## src/rtl/scrub_pkg.sv

```systemverilog
package scrub_pkg;

  typedef enum logic [2:0] {
    ST_IDLE,
    ST_READ,
    ST_WRITE,
    ST_VERIFY,
    ST_NEXT
  } scrub_state_e;

  typedef enum logic [1:0] {
    MODE_SCRUB  = 2'd0,
    MODE_FLASH  = 2'd1,
    MODE_DIRECT = 2'd2,
    MODE_RSVD   = 2'd3
  } op_mode_e;

  localparam logic [2:0] REG_CTRL     = 3'd0;
  localparam logic [2:0] REG_STATUS   = 3'd1;
  localparam logic [2:0] REG_CUR      = 3'd2;
  localparam logic [2:0] REG_FIXES    = 3'd3;
  localparam logic [2:0] REG_LAST_BAD = 3'd4;
  localparam logic [2:0] REG_PASS     = 3'd5;

  typedef struct packed {
    logic     start;
    logic     stop;
    logic     cont;
    op_mode_e mode;
  } ctrl_t;

  typedef struct packed {
    logic start_acc;
    logic pass_start;
    logic pass_end;
    logic bad_found;
    logic fixed;
    logic unfixed;
  } seq_evt_t;

endpackage

```

## src/rtl/scrub_regs.sv

```systemverilog
module scrub_regs
  import scrub_pkg::*;
#(
  parameter int unsigned FRAME_W = 7,
  parameter int unsigned CNT_W   = 16,
  parameter int unsigned TIME_W  = 24
) (
  input  logic               clk_i,
  input  logic               rst_ni,
  input  logic [2:0]         reg_addr_i,
  input  logic               reg_we_i,
  input  logic [31:0]        reg_wdata_i,
  output logic [31:0]        reg_rdata_o,
  input  logic               busy_i,
  input  logic               unfixed_i,
  input  logic [FRAME_W-1:0] cur_frame_i,
  input  logic [CNT_W-1:0]   fix_cnt_i,
  input  logic [FRAME_W-1:0] last_bad_i,
  input  logic [TIME_W-1:0]  pass_cycles_i,
  output ctrl_t              ctrl_o
);

  logic     start_q, stop_q, cont_q;
  op_mode_e mode_q;
  logic     ctrl_wr;
  logic     unused_wdata;

  assign ctrl_wr      = reg_we_i && (reg_addr_i == REG_CTRL);
  assign unused_wdata = ^reg_wdata_i[31:5];

  always_ff @(posedge clk_i or negedge rst_ni) begin
    if (!rst_ni) begin
      start_q <= 1'b0;
      stop_q  <= 1'b0;
      cont_q  <= 1'b0;
      mode_q  <= MODE_SCRUB;
    end else begin
      start_q <= ctrl_wr & reg_wdata_i[0];
      stop_q  <= ctrl_wr & reg_wdata_i[4];
      if (ctrl_wr) begin
        cont_q <= reg_wdata_i[1];
        mode_q <= op_mode_e'(reg_wdata_i[3:2]);
      end
    end
  end

  assign ctrl_o = '{start: start_q, stop: stop_q, cont: cont_q, mode: mode_q};

  always_comb begin
    unique case (reg_addr_i)
      REG_CTRL:     reg_rdata_o = {28'd0, mode_q, cont_q, 1'b0};
      REG_STATUS:   reg_rdata_o = {30'd0, unfixed_i, busy_i};
      REG_CUR:      reg_rdata_o = 32'(cur_frame_i);
      REG_FIXES:    reg_rdata_o = 32'(fix_cnt_i);
      REG_LAST_BAD: reg_rdata_o = 32'(last_bad_i);
      REG_PASS:     reg_rdata_o = 32'(pass_cycles_i);
      default:      reg_rdata_o = 32'd0;
    endcase
  end

endmodule

```

## src/rtl/scrub_seq.sv

```systemverilog
module scrub_seq
  import scrub_pkg::*;
#(
  parameter int unsigned NUM_FRAMES  = 96,
  parameter int unsigned FRAME_WORDS = 8,
  parameter int unsigned DATA_W      = 32,
  parameter int unsigned FRAME_W     = $clog2(NUM_FRAMES),
  parameter int unsigned WORD_W      = $clog2(FRAME_WORDS)
) (
  input  logic               clk_i,
  input  logic               rst_ni,
  input  ctrl_t              ctrl_i,
  output logic               cfg_req_o,
  output logic               cfg_we_o,
  output logic [FRAME_W-1:0] cfg_frame_o,
  output logic [WORD_W-1:0]  cfg_word_o,
  output logic [DATA_W-1:0]  cfg_wdata_o,
  input  logic               cfg_gnt_i,
  input  logic [DATA_W-1:0]  cfg_rdata_i,
  input  logic [DATA_W-1:0]  gold_rdata_i,
  output logic               busy_o,
  output logic               at_bnd_o,
  output seq_evt_t           evt_o
);

  localparam logic [FRAME_W-1:0] LAST_FRAME = FRAME_W'(NUM_FRAMES - 1);
  localparam logic [WORD_W-1:0]  LAST_WORD  = WORD_W'(FRAME_WORDS - 1);

  scrub_state_e       state_q, state_d;
  logic [FRAME_W-1:0] frame_q, frame_d;
  logic [WORD_W-1:0]  word_q, word_d;
  logic               mism_q, mism_d;
  logic               stop_pend_q, stop_pend_d;

  logic ack, word_bad, frame_bad, last_word, last_frame, halt, start_ok;

  assign ack        = cfg_req_o & cfg_gnt_i;
  assign word_bad   = cfg_rdata_i != gold_rdata_i;
  assign frame_bad  = mism_q | word_bad;
  assign last_word  = word_q == LAST_WORD;
  assign last_frame = frame_q == LAST_FRAME;
  assign halt       = stop_pend_q | (ctrl_i.mode != MODE_SCRUB);
  assign start_ok   = (state_q == ST_IDLE) && ctrl_i.start && (ctrl_i.mode == MODE_SCRUB);

  always_comb begin
    state_d     = state_q;
    frame_d     = frame_q;
    word_d      = word_q;
    mism_d      = mism_q;
    stop_pend_d = stop_pend_q | (ctrl_i.stop & (state_q != ST_IDLE));
    evt_o       = '0;
    unique case (state_q)
      ST_IDLE: begin
        stop_pend_d = 1'b0;
        if (start_ok) begin
          state_d          = ST_READ;
          frame_d          = '0;
          word_d           = '0;
          mism_d           = 1'b0;
          evt_o.start_acc  = 1'b1;
          evt_o.pass_start = 1'b1;
        end
      end
      ST_READ: if (ack) begin
        mism_d = frame_bad;
        if (last_word) begin
          word_d = '0;
          mism_d = 1'b0;
          if (frame_bad) begin
            evt_o.bad_found = 1'b1;
            state_d         = ST_WRITE;
          end else begin
            state_d = ST_NEXT;
          end
        end else begin
          word_d = word_q + WORD_W'(1);
        end
      end
      ST_WRITE: if (ack) begin
        if (last_word) begin
          word_d  = '0;
          state_d = ST_VERIFY;
        end else begin
          word_d = word_q + WORD_W'(1);
        end
      end
      ST_VERIFY: if (ack) begin
        mism_d = frame_bad;
        if (last_word) begin
          word_d        = '0;
          mism_d        = 1'b0;
          evt_o.unfixed = frame_bad;
          evt_o.fixed   = !frame_bad;
          state_d       = ST_NEXT;
        end else begin
          word_d = word_q + WORD_W'(1);
        end
      end
      ST_NEXT: begin
        evt_o.pass_end = last_frame;
        if (halt) begin
          state_d     = ST_IDLE;
          stop_pend_d = 1'b0;
        end else if (last_frame) begin
          if (ctrl_i.cont) begin
            frame_d          = '0;
            state_d          = ST_READ;
            evt_o.pass_start = 1'b1;
          end else begin
            state_d     = ST_IDLE;
            stop_pend_d = 1'b0;
          end
        end else begin
          frame_d = frame_q + FRAME_W'(1);
          state_d = ST_READ;
        end
      end
      default: state_d = ST_IDLE;
    endcase
  end

  always_ff @(posedge clk_i or negedge rst_ni) begin
    if (!rst_ni) begin
      state_q     <= ST_IDLE;
      frame_q     <= '0;
      word_q      <= '0;
      mism_q      <= 1'b0;
      stop_pend_q <= 1'b0;
    end else begin
      state_q     <= state_d;
      frame_q     <= frame_d;
      word_q      <= word_d;
      mism_q      <= mism_d;
      stop_pend_q <= stop_pend_d;
    end
  end

  assign cfg_req_o   = (state_q == ST_READ) || (state_q == ST_WRITE) || (state_q == ST_VERIFY);
  assign cfg_we_o    = state_q == ST_WRITE;
  assign cfg_frame_o = frame_q;
  assign cfg_word_o  = word_q;
  assign cfg_wdata_o = gold_rdata_i;
  assign busy_o      = state_q != ST_IDLE;
  assign at_bnd_o    = state_q == ST_NEXT;

endmodule

```

## src/rtl/scrub_log.sv

```systemverilog
module scrub_log
  import scrub_pkg::*;
#(
  parameter int unsigned FRAME_W = 7,
  parameter int unsigned CNT_W   = 16,
  parameter int unsigned TIME_W  = 24
) (
  input  logic               clk_i,
  input  logic               rst_ni,
  input  seq_evt_t           evt_i,
  input  logic               busy_i,
  input  logic [FRAME_W-1:0] frame_i,
  output logic [CNT_W-1:0]   fix_cnt_o,
  output logic [FRAME_W-1:0] last_bad_o,
  output logic               unfixed_o,
  output logic [TIME_W-1:0]  pass_cycles_o
);

  logic [TIME_W-1:0] timer_q;

  always_ff @(posedge clk_i or negedge rst_ni) begin
    if (!rst_ni) begin
      timer_q       <= '0;
      pass_cycles_o <= '0;
      fix_cnt_o     <= '0;
      last_bad_o    <= '0;
      unfixed_o     <= 1'b0;
    end else begin
      if (evt_i.pass_start)  timer_q <= '0;
      else if (busy_i)       timer_q <= timer_q + TIME_W'(1);
      if (evt_i.pass_end)    pass_cycles_o <= timer_q + TIME_W'(1);
      if (evt_i.fixed && (fix_cnt_o != '1)) fix_cnt_o <= fix_cnt_o + CNT_W'(1);
      if (evt_i.bad_found)   last_bad_o <= frame_i;
      if (evt_i.start_acc)   unfixed_o <= 1'b0;
      else if (evt_i.unfixed) unfixed_o <= 1'b1;
    end
  end

endmodule

```

## src/rtl/frame_scrubber.sv

```systemverilog
module frame_scrubber
  import scrub_pkg::*;
#(
  parameter int unsigned NUM_FRAMES  = 96,
  parameter int unsigned FRAME_WORDS = 8,
  parameter int unsigned DATA_W      = 32,
  parameter int unsigned CNT_W       = 16,
  parameter int unsigned TIME_W      = 24,
  parameter int unsigned FRAME_W     = $clog2(NUM_FRAMES),
  parameter int unsigned WORD_W      = $clog2(FRAME_WORDS)
) (
  input  logic               clk_i,
  input  logic               rst_ni,
  input  logic [2:0]         reg_addr_i,
  input  logic               reg_we_i,
  input  logic [31:0]        reg_wdata_i,
  output logic [31:0]        reg_rdata_o,
  output logic               cfg_req_o,
  output logic               cfg_we_o,
  output logic [FRAME_W-1:0] cfg_frame_o,
  output logic [WORD_W-1:0]  cfg_word_o,
  output logic [DATA_W-1:0]  cfg_wdata_o,
  input  logic               cfg_gnt_i,
  input  logic [DATA_W-1:0]  cfg_rdata_i,
  input  logic [DATA_W-1:0]  gold_rdata_i
);

  ctrl_t              ctrl;
  seq_evt_t           evt;
  logic               seq_busy, seq_at_bnd, unfixed;
  logic [CNT_W-1:0]   fix_cnt;
  logic [FRAME_W-1:0] last_bad;
  logic [TIME_W-1:0]  pass_cycles;

  scrub_regs #(.FRAME_W(FRAME_W), .CNT_W(CNT_W), .TIME_W(TIME_W)) u_regs (
    .clk_i, .rst_ni, .reg_addr_i, .reg_we_i, .reg_wdata_i, .reg_rdata_o,
    .busy_i(seq_busy), .unfixed_i(unfixed), .cur_frame_i(cfg_frame_o),
    .fix_cnt_i(fix_cnt), .last_bad_i(last_bad), .pass_cycles_i(pass_cycles),
    .ctrl_o(ctrl)
  );

  scrub_seq #(
    .NUM_FRAMES(NUM_FRAMES), .FRAME_WORDS(FRAME_WORDS), .DATA_W(DATA_W),
    .FRAME_W(FRAME_W), .WORD_W(WORD_W)
  ) u_seq (
    .clk_i, .rst_ni, .ctrl_i(ctrl),
    .cfg_req_o, .cfg_we_o, .cfg_frame_o, .cfg_word_o, .cfg_wdata_o,
    .cfg_gnt_i, .cfg_rdata_i, .gold_rdata_i,
    .busy_o(seq_busy), .at_bnd_o(seq_at_bnd), .evt_o(evt)
  );

  scrub_log #(.FRAME_W(FRAME_W), .CNT_W(CNT_W), .TIME_W(TIME_W)) u_log (
    .clk_i, .rst_ni, .evt_i(evt), .busy_i(seq_busy), .frame_i(cfg_frame_o),
    .fix_cnt_o(fix_cnt), .last_bad_o(last_bad), .unfixed_o(unfixed),
    .pass_cycles_o(pass_cycles)
  );

endmodule

```

## config.mk

```make
export PLATFORM = sky130hd
export DESIGN_NAME = frame_scrubber
export DESIGN_NICKNAME = d
export VERILOG_FILES = /design/src/rtl/scrub_pkg.sv /design/src/rtl/scrub_regs.sv /design/src/rtl/scrub_seq.sv /design/src/rtl/scrub_log.sv /design/src/rtl/frame_scrubber.sv
export SDC_FILE = /design/constraint.sdc
export NUM_CORES = 1
export LEC_CHECK = 0
export BUFFER_PORTS_ARGS = -buffer_cell sky130_fd_sc_hd__buf_2
export CAP_MARGIN = 40
export CORE_MARGIN = 8
export CORE_UTILIZATION = 26
export DETAILED_ROUTE_END_ITERATION = 7
export GPL_ROUTABILITY_DRIVEN = 0
export GPL_TIMING_DRIVEN = 0
export PLACE_DENSITY = 0.46
export SLEW_MARGIN = 25
export SYNTH_ARGS = -nofsm -noshare
export SYNTH_HDL_FRONTEND = slang
export SYNTH_SLANG_ARGS = --single-unit
```

## constraint.sdc

```tcl
create_clock -name clk_i -period 2.3 [get_ports clk_i]
set_input_delay 0.46 -clock clk_i [delete_from_list [all_inputs] [get_ports clk_i]]
set_output_delay 0.46 -clock clk_i [all_outputs]
set_load 0.02 [all_outputs]
```

# Word-level counts from Yosys, hierarchy flattened
# Index checks and enable logic that the tools add are counted.
[word_totals] n_memories=0 wordCells=120 mem_bits_rw=0 romBits=0 latch_bits=0 input_bits=103 reg_bits=92 output_inout_bits=76
[classes] muxes=48 bitwise=7 order_cmp=0 div_mod_pow=0 reduce_logical=23 add_sub_neg=4 shift=0 n_eq_ne=24 n_mul=0
[op_table] op="24-bit case mux with 6 select lines" count=1
[op_table] op="24-bit 2-to-1 mux" count=2
[op_table] op="3-bit 2-to-1 mux" count=12
[op_table] op="32-bit inequality test" count=1
[op_table] op="7-bit 2-to-1 mux" count=4
[op_table] op="24-bit by 1-bit adder with 24-bit output, second input constant" count=1
[op_table] op="1-bit 2-to-1 mux" count=19
[op_table] op="2-bit by 1-bit inequality test with 1-bit output, second input constant" count=9
[op_table] op="16-bit by 1-bit adder with 16-bit output, second input constant" count=1
[op_table] op="16-bit inequality test, second input constant" count=1
[op_table] op="3-bit case mux with 5 select lines" count=1
[op_table] op="7-bit case mux with 2 select lines" count=1
[op_table] op="3-bit by 2-bit equality test with 1-bit output, second input constant" count=4
[op_table] op="3-bit equality test, second input constant" count=4
[op_table] op="2-bit nonzero test" count=6
[op_table] op="2-bit 2-to-1 mux" count=4
[op_table] op="7-bit by 1-bit adder with 7-bit output, second input constant" count=1
[op_table] op="7-bit equality test, second input constant" count=1
[op_table] op="7-bit AND reduction" count=1
[op_table] op="3-bit by 1-bit equality test with 1-bit output, second input constant" count=2
[op_table] op="3-bit zero test" count=2
[op_table] op="1-bit case mux with 2 select lines" count=3
[op_table] op="3-bit case mux with 2 select lines" count=1
[op_table] op="3-bit AND reduction" count=2
[op_table] op="13 further kinds" count=22

# Longest topological paths before layout
[depth] depth_word=8 ltp_mapped=10 ltp_nobuf=8

# Cells and area by module
# A second synthesis with hierarchy kept.
[unflattened] hier_cells=618 area_unflattened_um2=5913.2
[modules_own_cells] mod="scrub_log" cells_per_inst=350 seq_area_each_um2=1801.7 area_each_um2=3613.5 instances=1
[modules_own_cells] mod="scrub_seq" cells_per_inst=173 seq_area_each_um2=375.4 area_each_um2=1495.2 instances=1
[modules_own_cells] mod="scrub_regs" cells_per_inst=95 seq_area_each_um2=125.1 area_each_um2=804.5 instances=1

# Worst setup path before layout
# Ideal clock, no wire load.
[synth_path] kind="input to output" startpoint="input port reg_addr_i[0]" endpoint="output port reg_rdata_o[0]" n_path_buf=2 cell_stages=5 t_required_ns=1.840 slack_ns=0.046 arrival_ns=1.794 cell_sequence="clkbuf_1 -> buf_1 -> nor3b_1 -> a21oi_1 -> o22ai_1"
[synth_via] elab_chain_cells=2 word_cells_on_any_way=7 classes_between="5 x eq/ne; 1 x mux; 1 x reduce/logical"
[synth_rtl] element="start, declared" line="frame_scrubber.sv:14" rtl="input logic [2:0] reg_addr_i,"
[synth_rtl] element="3-bit equality test (tied with other cells)" line="scrub_regs.sv:50" rtl="unique case (reg_addr_i)"
[synth_rtl] element="24-bit case mux with 6 select lines *" line="scrub_regs.sv:50"
[synth_rtl] element="end, declared" line="frame_scrubber.sv:17" rtl="output logic [31:0] reg_rdata_o,"
# Mark *: on every way between the ends. The rest lies on a longest branch, timed or not.

# Final worst setup path
[layout_path] startpoint="input port reg_addr_i[1]" endpoint="output port reg_rdata_o[4]"
# Same word-level chain as after synthesis.

==> flow_summary.ini <==
[die]
die_h_um = 163
dieArea_sq_mm = 0.0266
ioPinCount = 179
core_area_sq_mm = 0.0216
die_w_um = 163
num_rows = 54
start_util_pct = 26.1

[critical_path]
crit_fanout = 10
cpMaxStageDelayCell = clkbuf_2
endpoint = reg_rdata_o[4]
arrival_ns = 1.74
crit_buf_inv = 4
ff2ff_setup_slack_ns = 0.11
critPathMaxStageDelay_ns = 0.29
startpoint = reg_addr_i[1]
startpoint_type = input pin
crit_family = buffers and inverters
end_kind = output pin
r2r-start = u_seq.state_q[1]
path_depth = 7
worstSetupPathType = input pin to output pin
worstPathRequired_ns = 1.84
worst_r2r_endpoint = u_log.timer_q[5]
r2r_cells = 9
path_cells = buf_2, nor2b_1, clkbuf_2, clkbuf_2, a22oi_1, a21oi_1, buf_2

[timing]
finalSetupViolCount = 0
clock_skew_ns = 0.00956
slew_violations = 0
tightestPinTransition_ns = 0.606
maxSlewHeadroom_pct = 59.5
hold_violations = 0
hold_ws_ns = 0.0120
rsz0062_at_grt = yes
max_clock_freq_ghz = 0.454
post-route-min-period_ns = 2.20
post-route-period-util_pct = 95.7

[routing]
drcViolationCount = 0
routed_wl_um = 16900
avgViaCountPerCell = 4.58
wire_per_inst_um = 15.9
ant_nets = 0
drt-pass1-iter-count = 4
drtIter0Drc = 266
vias = 4874

[synthesis]
synth_area_leaders = dfrtp_1 41%, buf_4 5.5%, xor2_1 5.4%, xnor2_1 4.8%, a21oi_1 3.9%
ys.flop_type = dfrtp_1
synth_top_area_cell = dfrtp_1
yosysMostFrequentCell = dfrtp_1
synth-seq-area-share_pct = 40.9
synthCells = 604
synth-edff-count = 0
synth.top_cell.area_share_pct = 40.9
yosys-top-cells-count = 92 x dfrtp_1, 44 x a21oi_1, 41 x buf_4, 41 x nor2_1, 37 x nand2_1
synth.ff_latch_count = 92
synth_area_per_cell_sq_um = 9.31
ys_warn_count = 0
synth-async-reset-ratio_pct = 100
yosysUniqueCellTypes = 53
syn-cell-area_sq_mm = 0.00563

[power_and_ir_drop]
ir_worst_vdd_v = 0.000321
finalPower_mw = 4.85
p_per_area_mw_per_mm2 = 665
power_leakage_nw = 3.53

[clock_tree]
cts_tree = done
cts_buffer_depth = 2
cts.clk_slew.worst_paths_ns = 0.07
numCtsBuffers = 9
cts_hold_buffers = 0
cts_num_sinks = 92
clk_latency_ns = 0.35
htreeDepth = 3
cts_root_buffer = clkbuf_16

[grt]
grt_pass1_vias = 4855
grt_pass1_wl_um = 26600
grt_max_degree = 58
grt_overflow_total = 0
antenna_found_initial = 0
grt_usage_pct = 12.6

[finish]
fillers = 2257
fin_nets = 888
n_antenna_cell = 0
synthToLayoutAreaGrowth_pct = 29.7
drive_gt1_share_pct = 35.8

[placement]
portBuffers = 142
dp_hpwl_um = 12800

[job]
drv_cap = 0

[hold_path]
hold_path.class = input pin to asynchronous set/reset pin

[outcome]
status = finished clean
-- layer usage --
layer	up-vias	GRT usage [%]	wire, um	share of wire, %
met4	0	2.96	140	0.83
met2	99	20.4	7930	47
met1	2312	16.6	8120	48
li1	2453	-	-	-
met5	-	0	0	0
met3	10	3.23	733	4.3
-- what timing repair did --
| action | CTS | global route |
|---|---|---|
| cloned | 0 | 2 |
| pin swaps | 2 | 5 |
| buffers inserted | 4 | 12 |
| gates resized for setup | 16 | 24 |
| endpoints found under the setup margin | 62 | 76 |
-- power by group --
group          switching [mW]  total (mW)  internal [mW]
sequential              0.164        1.92           1.76
clock                   0.653        1.64          0.983
combinational           0.754        1.29          0.539
total                    1.57        4.85           3.28
-- cells by family after synthesis --
logic type | synth area share, %
AND/OR/NAND/NOR | 20.4
other | 0.0667
buffers and inverters | 8.85
adder cells (fa/ha/maj) | 1.11
flip-flops | 40.9
XOR/XNOR | 10.3
AO/OA/AOI/OAI | 13.0
multiplexers | 5.34
-- stage by stage --
step,utilization [%],area (sq um),setup slack [ns],setup TNS (ns),std cells
6_report,33.9,7300,0.0987,0,1065
5_1_grt,33.9,7300,-0.0509,-0.124,1065
4_1_cts,33.1,7130,0.000199,0,1052
3_5_place_dp,31.4,6770,-0.333,-13.73,1035
3_3_place_gp,31.1,6710,-0.597,-46.46,1033
2_1_floorplan,-,5650,0.0459,0,611
-- worst min path at each step --
stage	from	endpoint	depth (start not counted)
finish	rst_ni	u_seq.cfg_frame_o[5]	1
global route	rst_ni	u_log.last_bad_o[0]	1
floorplan	rst_ni	u_log.fix_cnt_o[0]	0
global placement	u_regs.stop_q	u_seq.stop_pend_q	2
detailed placement	rst_ni	u_log.fix_cnt_o[6]	1
CTS	rst_ni	u_seq.cfg_frame_o[5]	1
-- registers in the layout, summed over array words and instances, names as in the netlist --
register,flops
u_regs.cont_q,1
u_log.pass_cycles_o,24
u_seq.state_q,3
u_log.fix_cnt_o,16
u_regs.stop_q,1
u_seq.mism_q,1
u_seq.cfg_frame_o,7
u_seq.cfg_word_o,3
u_regs.start_q,1
u_seq.stop_pend_q,1
u_log.last_bad_o,7
u_log.unfixed_o,1
u_regs.mode_q,2
u_log.timer_q,24
-- placed cells by master, fill, tap and decap left out, types with 19 or more instances in the layout --
master	n
a21oi_1	44
and3_1	27
buf_2	145
buf_4	57
dfrtp_1	90
nand2_1	36
nand3_1	28
nor2_1	39
o21ai_0	19
xnor2_1	30
xor2_1	35
-- area by class of cell --
| class | instances | area [sq um] | share of cell area, % |
|---|---|---|---|
| Clock inverter | 4 | 72.6 | 0.994 |
| Multi-Input combinational cell | 442 | 2960 | 40.5 |
| Sequential cell | 92 | 2300 | 31.6 |
| Clock buffer | 12 | 246 | 3.38 |
| Buffer | 68 | 473 | 6.48 |
| Inverter | 8 | 30.0 | 0.411 |
| Timing Repair Buffer | 159 | 865 | 11.8 |
| Tap cell | 280 | 350 | 4.80 |
(Power assumes the default switching activity.)
